`src/rtl/dmac_pkg.sv`:
```
package dmac_pkg;
  typedef enum logic [2:0] {
    RA_CTRL   = 3'd0,
    RA_SEL    = 3'd1,
    RA_SRC    = 3'd2,
    RA_DST    = 3'd3,
    RA_RELOAD = 3'd4,
    RA_PTR    = 3'd5,
    RA_CNT    = 3'd6
  } reg_addr_e;

  localparam int CB_EN   = 0;
  localparam int CB_PEND = 1;
  localparam int CB_WIDE = 2;
  localparam int CB_SFWD = 3;
  localparam int CB_DFWD = 4;

  // pointer advance per completed transfer
  function automatic logic [31:0] ptr_step(input logic [31:0] p, input logic wide);
    return p + (wide ? 32'd2 : 32'd1);
  endfunction

  // pointer value chosen on an enable write
  function automatic logic [31:0] ptr_pick(input logic sfwd, input logic [31:0] src,
                                           input logic [31:0] dst);
    return sfwd ? src : dst;
  endfunction
endpackage

```
`src/rtl/dmac_req_sel.sv`:
```
module dmac_req_sel #(
  parameter int IDX_W = 5,
  localparam int N_LINES = 2 ** IDX_W
) (
  input  logic               clk,
  input  logic               rst_n,
  input  logic [N_LINES-1:0] per_req,
  input  logic [IDX_W-1:0]   idx,
  input  logic               soft_trig,
  output logic               line_rise,
  output logic               hw_set
);
  logic line;
  logic prev_q;

  assign line = per_req[idx];

  always_ff @(posedge clk or negedge rst_n)
    if (!rst_n) prev_q <= 1'b0;
    else        prev_q <= line;

  assign line_rise = line & ~prev_q;
  assign hw_set    = line_rise | soft_trig;

  AST_RISE_ONCE: assert property (@(posedge clk) disable iff (!rst_n)
    line_rise |=> !line_rise);
endmodule

```
`src/rtl/dmac_pend.sv`:
```
module dmac_pend (
  input  logic clk,
  input  logic rst_n,
  input  logic hw_set,
  input  logic sw_wr,
  input  logic sw_val,
  input  logic start_fire,
  output logic pend
);
  logic pend_q;
  logic sw_clr;

  assign sw_clr = sw_wr & ~sw_val;

  always_ff @(posedge clk or negedge rst_n)
    if (!rst_n)                    pend_q <= 1'b0;
    else if (hw_set)               pend_q <= 1'b1;
    else if (sw_clr || start_fire) pend_q <= 1'b0;

  assign pend = pend_q;

  AST_PEND_SET: assert property (@(posedge clk) disable iff (!rst_n)
    hw_set |=> pend_q);
  AST_SW_SET_NOP: assert property (@(posedge clk) disable iff (!rst_n)
    (sw_wr && sw_val && !hw_set && !pend_q) |=> !pend_q);
  AST_START_CLR: assert property (@(posedge clk) disable iff (!rst_n)
    (start_fire && !hw_set) |=> !pend_q);
endmodule

```
`src/rtl/dmac_xfer_ctr.sv`:
```
module dmac_xfer_ctr #(
  parameter int ADDR_W = 20,
  parameter int CNT_W  = 16
) (
  input  logic              clk,
  input  logic              rst_n,
  input  logic              load,
  input  logic              load_ptr,
  input  logic [ADDR_W-1:0] ptr_init,
  input  logic [CNT_W-1:0]  reload,
  input  logic              step,
  input  logic              wide,
  output logic [ADDR_W-1:0] ptr,
  output logic [CNT_W-1:0]  cnt,
  output logic              last
);
  logic [ADDR_W-1:0] ptr_q;
  logic [CNT_W-1:0]  cnt_q;

  assign last = step & ~load & (cnt_q == CNT_W'(1));

  always_ff @(posedge clk or negedge rst_n)
    if (!rst_n) begin
      ptr_q <= '0;
      cnt_q <= '0;
    end else if (load) begin
      cnt_q <= reload;
      if (load_ptr) ptr_q <= ptr_init;
    end else if (step) begin
      cnt_q <= cnt_q - CNT_W'(1);
      ptr_q <= ADDR_W'(dmac_pkg::ptr_step(32'(ptr_q), wide));
    end

  assign ptr = ptr_q;
  assign cnt = cnt_q;

  AST_LOAD_CNT: assert property (@(posedge clk) disable iff (!rst_n)
    load |=> (cnt_q == $past(reload)));
  AST_STEP_DEC: assert property (@(posedge clk) disable iff (!rst_n)
    (step && !load) |=> (cnt_q == CNT_W'($past(cnt_q) - CNT_W'(1))));
  AST_LAST_ZERO: assert property (@(posedge clk) disable iff (!rst_n)
    last |=> (cnt_q == '0));
endmodule

```
`src/rtl/dma_chan_ctrl.sv`:
```
module dma_chan_ctrl #(
  parameter int N_PER  = 16,
  parameter int ADDR_W = 20,
  parameter int CNT_W  = 16,
  parameter int DATA_W = 32,
  localparam int SEL_W   = $clog2(N_PER),
  localparam int IDX_W   = SEL_W + 1,
  localparam int N_LINES = 2 * N_PER,
  localparam int SB_BANK = SEL_W,
  localparam int SB_SOFT = SEL_W + 1
) (
  input  logic               clk,
  input  logic               rst_n,
  input  logic               wr_en,
  input  logic [2:0]         wr_addr,
  input  logic [DATA_W-1:0]  wr_data,
  input  logic [2:0]         rd_addr,
  output logic [DATA_W-1:0]  rd_data,
  input  logic [N_LINES-1:0] per_req,
  output logic               xfer_start,
  output logic [ADDR_W-1:0]  xfer_addr,
  output logic               xfer_wide,
  input  logic               xfer_done,
  output logic               xfer_tc
);
  import dmac_pkg::*;

  logic              en_q, wide_q, sfwd_q, dfwd_q, bank_q;
  logic [SEL_W-1:0]  sel_q;
  logic [ADDR_W-1:0] src_q, dst_q;
  logic [CNT_W-1:0]  reload_q;
  logic              busy_q, start_q, tc_q;

  // named internal events
  logic wr_ctrl, wr_sel, enable_wr, soft_trig, start_fire, step, last;
  logic line_rise, hw_set, pend;
  logic [ADDR_W-1:0] ptr;
  logic [CNT_W-1:0]  cnt;

  assign wr_ctrl    = wr_en && (wr_addr == RA_CTRL);
  assign wr_sel     = wr_en && (wr_addr == RA_SEL);
  assign enable_wr  = wr_ctrl && wr_data[CB_EN];
  assign soft_trig  = wr_sel && wr_data[SB_SOFT];
  assign start_fire = en_q && pend && !busy_q;
  assign step       = xfer_done && busy_q;

  dmac_req_sel #(.IDX_W(IDX_W)) u_sel (
    .clk(clk), .rst_n(rst_n), .per_req(per_req), .idx({bank_q, sel_q}),
    .soft_trig(soft_trig), .line_rise(line_rise), .hw_set(hw_set)
  );

  dmac_pend u_pend (
    .clk(clk), .rst_n(rst_n), .hw_set(hw_set), .sw_wr(wr_ctrl),
    .sw_val(wr_data[CB_PEND]), .start_fire(start_fire), .pend(pend)
  );

  dmac_xfer_ctr #(.ADDR_W(ADDR_W), .CNT_W(CNT_W)) u_ctr (
    .clk(clk), .rst_n(rst_n), .load(enable_wr),
    .load_ptr(wr_data[CB_SFWD] | wr_data[CB_DFWD]),
    .ptr_init(ADDR_W'(ptr_pick(wr_data[CB_SFWD], 32'(src_q), 32'(dst_q)))),
    .reload(reload_q), .step(step), .wide(wide_q),
    .ptr(ptr), .cnt(cnt), .last(last)
  );

  always_ff @(posedge clk or negedge rst_n)
    if (!rst_n) begin
      en_q <= 1'b0; wide_q <= 1'b0; sfwd_q <= 1'b0; dfwd_q <= 1'b0;
    end else if (wr_ctrl) begin
      en_q   <= wr_data[CB_EN];
      wide_q <= wr_data[CB_WIDE];
      sfwd_q <= wr_data[CB_SFWD];
      dfwd_q <= wr_data[CB_DFWD];
    end else if (last) begin
      en_q <= 1'b0;
    end

  always_ff @(posedge clk or negedge rst_n)
    if (!rst_n) begin
      sel_q <= '0; bank_q <= 1'b0;
      src_q <= '0; dst_q <= '0; reload_q <= '0;
    end else if (wr_en) begin
      case (wr_addr)
        RA_SEL:    begin sel_q <= wr_data[SEL_W-1:0]; bank_q <= wr_data[SB_BANK]; end
        RA_SRC:    src_q    <= wr_data[ADDR_W-1:0];
        RA_DST:    dst_q    <= wr_data[ADDR_W-1:0];
        RA_RELOAD: reload_q <= wr_data[CNT_W-1:0];
        default:   ;
      endcase
    end

  always_ff @(posedge clk or negedge rst_n)
    if (!rst_n) begin
      busy_q <= 1'b0; start_q <= 1'b0; tc_q <= 1'b0;
    end else begin
      start_q <= start_fire;
      tc_q    <= last;
      if (start_fire) busy_q <= 1'b1;
      else if (step)  busy_q <= 1'b0;
    end

  always_comb begin
    rd_data = '0;
    case (rd_addr)
      RA_CTRL: begin
        rd_data[CB_EN]   = en_q;
        rd_data[CB_PEND] = pend;
        rd_data[CB_WIDE] = wide_q;
        rd_data[CB_SFWD] = sfwd_q;
        rd_data[CB_DFWD] = dfwd_q;
      end
      RA_SEL: begin
        rd_data[SEL_W-1:0] = sel_q;
        rd_data[SB_BANK]   = bank_q;
      end
      RA_SRC:    rd_data = DATA_W'(src_q);
      RA_DST:    rd_data = DATA_W'(dst_q);
      RA_RELOAD: rd_data = DATA_W'(reload_q);
      RA_PTR:    rd_data = DATA_W'(ptr);
      RA_CNT:    rd_data = DATA_W'(cnt);
      default:   rd_data = '0;
    endcase
  end

  assign xfer_start = start_q;
  assign xfer_addr  = ptr;
  assign xfer_wide  = wide_q;
  assign xfer_tc    = tc_q;

  AST_START_PULSE: assert property (@(posedge clk) disable iff (!rst_n)
    start_q |=> !start_q);
  AST_START_BUSY: assert property (@(posedge clk) disable iff (!rst_n)
    start_q |-> busy_q);
  AST_TC_DISABLES: assert property (@(posedge clk) disable iff (!rst_n)
    tc_q |-> !en_q);
  AST_TC_PULSE: assert property (@(posedge clk) disable iff (!rst_n)
    tc_q |=> !tc_q);
endmodule

```
`config.mk`:
```
export PLATFORM = sky130hd
export DESIGN_NAME = dma_chan_ctrl
export DESIGN_NICKNAME = d
export VERILOG_FILES = /design/src/rtl/dmac_pkg.sv /design/src/rtl/dmac_req_sel.sv /design/src/rtl/dmac_pend.sv /design/src/rtl/dmac_xfer_ctr.sv /design/src/rtl/dma_chan_ctrl.sv
export SDC_FILE = /design/constraint.sdc
export NUM_CORES = 1
export LEC_CHECK = 0
export ABC_AREA = 0
export BUFFER_PORTS_ARGS = -buffer_cell sky130_fd_sc_hd__buf_2
export CORE_UTILIZATION = 30
export CTS_BUF_LIST = sky130_fd_sc_hd__clkbuf_8
export CTS_CLUSTER_DIAMETER = 80
export DETAILED_ROUTE_END_ITERATION = 16
export GPL_ROUTABILITY_DRIVEN = 0
export PLACE_DENSITY_LB_ADDON = 0.08
export SLEW_MARGIN = 25
export SYNTH_ARGS = -nofsm -noshare
export SYNTH_HDL_FRONTEND = slang
export SYNTH_SLANG_ARGS = --single-unit
```
`constraint.sdc`:
```
create_clock -name clk -period 5.8 [get_ports clk]
set_clock_uncertainty 0.15 [all_clocks]
set_input_delay 0 -clock clk [delete_from_list [all_inputs] [get_ports clk]]
set_output_delay 0 -clock clk [all_outputs]
set_load 0.01 [all_outputs]
```
==> impl_metrics.tcl <==
set metrics [dict create \
    synth_warnings 0 \
    final_antenna_net_count 0 \
    worst-setup-path-type "flip-flop to flip-flop" \
    start_util 0.306 \
    ctsRootBufferMaster "sky130_fd_sc_hd__clkbuf_8" \
    initialDrtViolationCount 294 \
    mostFrequentLayoutCell "sky130_fd_sc_hd__dfrtp_1" \
    crit_chain "mux2i_1, dlygate4sd3_1, nand2_1, a311o_1, dlygate4sd3_1" \
    timing.critical_path.to_type "flip-flop" \
    setup_viol_count_final 0 \
    count_of_mapped_cells_out_of_synthesis 614 \
    syn-cell-area_um2 6200 \
    path_delay_family "buffers and inverters" \
    async_flop_share 1.00 \
    drive_above_1_share 0.203 \
    floorplan.io_pins 129 \
    avg_wl_per_cell_um 19.2 \
    share_of_synthesized_area_occupied_by_flip_flops_and_latches 0.428 \
    finalPower_uw 2470 \
    timing.final.crit_period_ns 2.92 \
    layout_setup_ws_ns 2.88 \
    tritoncts "done" \
    max_clock_freq_mhz 342 \
    antenna_found_initial 0 \
    cts-buffers-inserted 9 \
    clk-insertion-delay-late_ns 0.39 \
    timing.critical_path.required_ns 5.91 \
    slew-limit-headroom 0.401 \
    p_leak_uw 0.00327 \
    max-cap-violations 0 \
    ctsResizeCount 0 \
    route.vias.total 5057 \
    timing.critical_path.from_type "flip-flop" \
    critical_path_peak_fanout 18 \
    worst_path_most_repeated_cell "sky130_fd_sc_hd__dlygate4sd3_1" \
    timing.final.crit_share 0.504 \
    area_growth_pct 18.9 \
    synth_cell_type_count 67 \
    critPathMaxStageDelay_ns 0.89 \
    synth.avg_cell_area_um2 10.1 \
    numClockSinks 106 \
    drt_pre_antenna_iters 4 \
    n_fill_cell 2076 \
    minimum_setup_slack_after_placement_ns 3.07 \
    multi_input_comb_area_um2 3290 \
    gr-total-overflow 0 \
    post_drt_via_cell_ratio 5.04 \
    buffer_ports.inserted 104 \
    crit_arrival_ns 3.04 \
    antenna-diode-count 0 \
    grt_max_degree 56 \
    timing_worst_slew_pin_value_ns 0.895 \
    seq_area_um2 2650 \
    ctsLongestPathBuffers 2 \
    synth_edf_count 0 \
    final.setup.tns_ns 0 \
    residual_drc_count 0 \
    core_area_um2 20200 \
    holdWs_ns 0.0131 \
    worstPathBufferInverterCount 2 \
    instances_no_fill 1003 \
    die_area_um2 21200 \
    placed_cells_incl_taps 963 \
    grt_pass1_vias 5253 \
    totalWireLength_mm 19.2 \
    drv_slew 0 \
    htree_num_levels 3 \
    rows 52 \
    irDropWorstVdd_mv 0.114 \
    synth_seq_cells 106 \
    grt_setup_unrepaired "false" \
    final_hold_viol_count 0 \
    chip_height_um 146 \
    global_route.usage.total 0.188 \
    cts.clk_slew.worst_paths_ns 0.09 \
    design.final.nets 809 \
    layout_common_cells "sky130_fd_sc_hd__dfrtp_1 (106), sky130_fd_sc_hd__buf_2 (103), sky130_fd_sc_hd__nand2_1 (75), sky130_fd_sc_hd__mux2_1 (68), sky130_fd_sc_hd__mux2i_1 (46)" \
    fp.dieW_um 146 \
    hold_path_class "input pin to flip-flop" \
    detailedPlacementHpwl_mm 13.1 \
    synth-main-ff-cell "sky130_fd_sc_hd__dfrtp_1" \
    critical-path-slowest-cell "sky130_fd_sc_hd__dfrtp_1" \
    power.density_cell_area_nw_per_um2 335 \
    outcome "finished, final reports clean" \
    grt_first_pass_wirelength_mm 30.8 \
]
==> timing repair <==
action	4_1_cts	5_1_grt
buffers inserted	0	0
hold buffers	26	0
hold endpoints to repair	121	0
==> cell usage after synthesis (all sizes together) (6+ instances only) <==
cell type / number / area [um2]
inv: 15 / 56.3
nor3: 9 / 50.1
nand3: 16 / 80.1
o21ai: 43 / 226
nor2b: 6 / 37.5
mux2: 69 / 777
o221ai: 11 / 96.3
xnor2: 8 / 70.1
nor2: 29 / 109
dfrtp: 106 / 2650
o22ai: 6 / 37.5
nand2: 75 / 282
a22oi: 17 / 128
a21oi: 38 / 194
buf: 26 / 198
mux2i: 46 / 460
clkbuf: 22 / 82.6
==> metrics by stage <==
| stage | utilization | cell area [um2] |
|---|---|---|
| floorplan | - | 6240 |
| global placement | 0.343 | 6940 |
| detailed placement | 0.343 | 6950 |
| CTS | 0.364 | 7370 |
| global route | 0.364 | 7370 |
| finish | 0.364 | 7370 |
==> tightest hold or removal path: cells and delay by family <==
family / cells / cell delay (ns)
buf+inv: 1 / 0.18
simple gates: 1 / 0.13
mux: 1 / 0.20
==> kinds of logic after synthesis <==
logic type / count (synthesis) / synth area share
compound gates: 145 / 0.151
other cells: 1 / 0.000605
buf+inv: 63 / 0.0543
mux: 117 / 0.207
fa+ha+maj: 5 / 0.0113
simple gates: 164 / 0.129
flops: 106 / 0.428
xor+xnor: 13 / 0.0184
==> area by class of cell <==
| cell class | count | share of cell area |
|---|---|---|
| multi-input combinational | 456 | 0.446 |
| sequential | 106 | 0.360 |
| timing repair buffer | 142 | 0.119 |
| tap | 270 | 0.0459 |
| clock buffer | 10 | 0.0187 |
| inverter | 15 | 0.00764 |
| clock inverter | 4 | 0.00289 |
==> flip-flops by register name (all words and copies together) (netlist names) <==
signal and flops:
dst_q 20, src_q 20, u_ctr.ptr 20, reload_q 16, u_ctr.cnt 16, sel_q 4
bank_q 1, busy_q 1, dfwd_q 1, en_q 1, sfwd_q 1, u_pend.pend 1
u_sel.prev_q 1, xfer_start 1, xfer_tc 1, xfer_wide 1
==> per-layer routing <==
| metal | track usage | share of wire |
|---|---|---|
| met5 | 0 | 0 |
| met4 | 0.0463 | 0.012 |
| met3 | 0.0295 | 0.040 |
| met2 | 0.312 | 0.48 |
| met1 | 0.255 | 0.47 |
==> where the power goes <==
group	switching, uW	internal, uW	total (uW)
Sequential	269	957	1230
Combinational	430	389	819
Clock	261	161	422
==> final timing paths <==
path | startpoint | endpoint | slack [ns] | depth (start not counted)
hold / removal | wr_addr[1] | bank_q$_DFFE_PN0N_ | 0.01 | 3
max in group asynchronous | rst_n | dst_q[1]$_DFFE_PN0P_ | 4.22 | 3
setup / recovery | sel_q[0]$_DFFE_PN0N_ | u_sel.prev_q$_DFF_PN0_ | 2.88 | 5
setup reg to reg | sel_q[0]$_DFFE_PN0N_ | u_sel.prev_q$_DFF_PN0_ | 2.88 | 5
min in group asynchronous | rst_n | src_q[6]$_DFFE_PN0P_ | 0.07 | 2
hold reg to reg | dfwd_q$_DFFE_PN0N_ | dfwd_q$_DFFE_PN0N_ | 0.35 | 1
(Power assumes the default switching activity.)
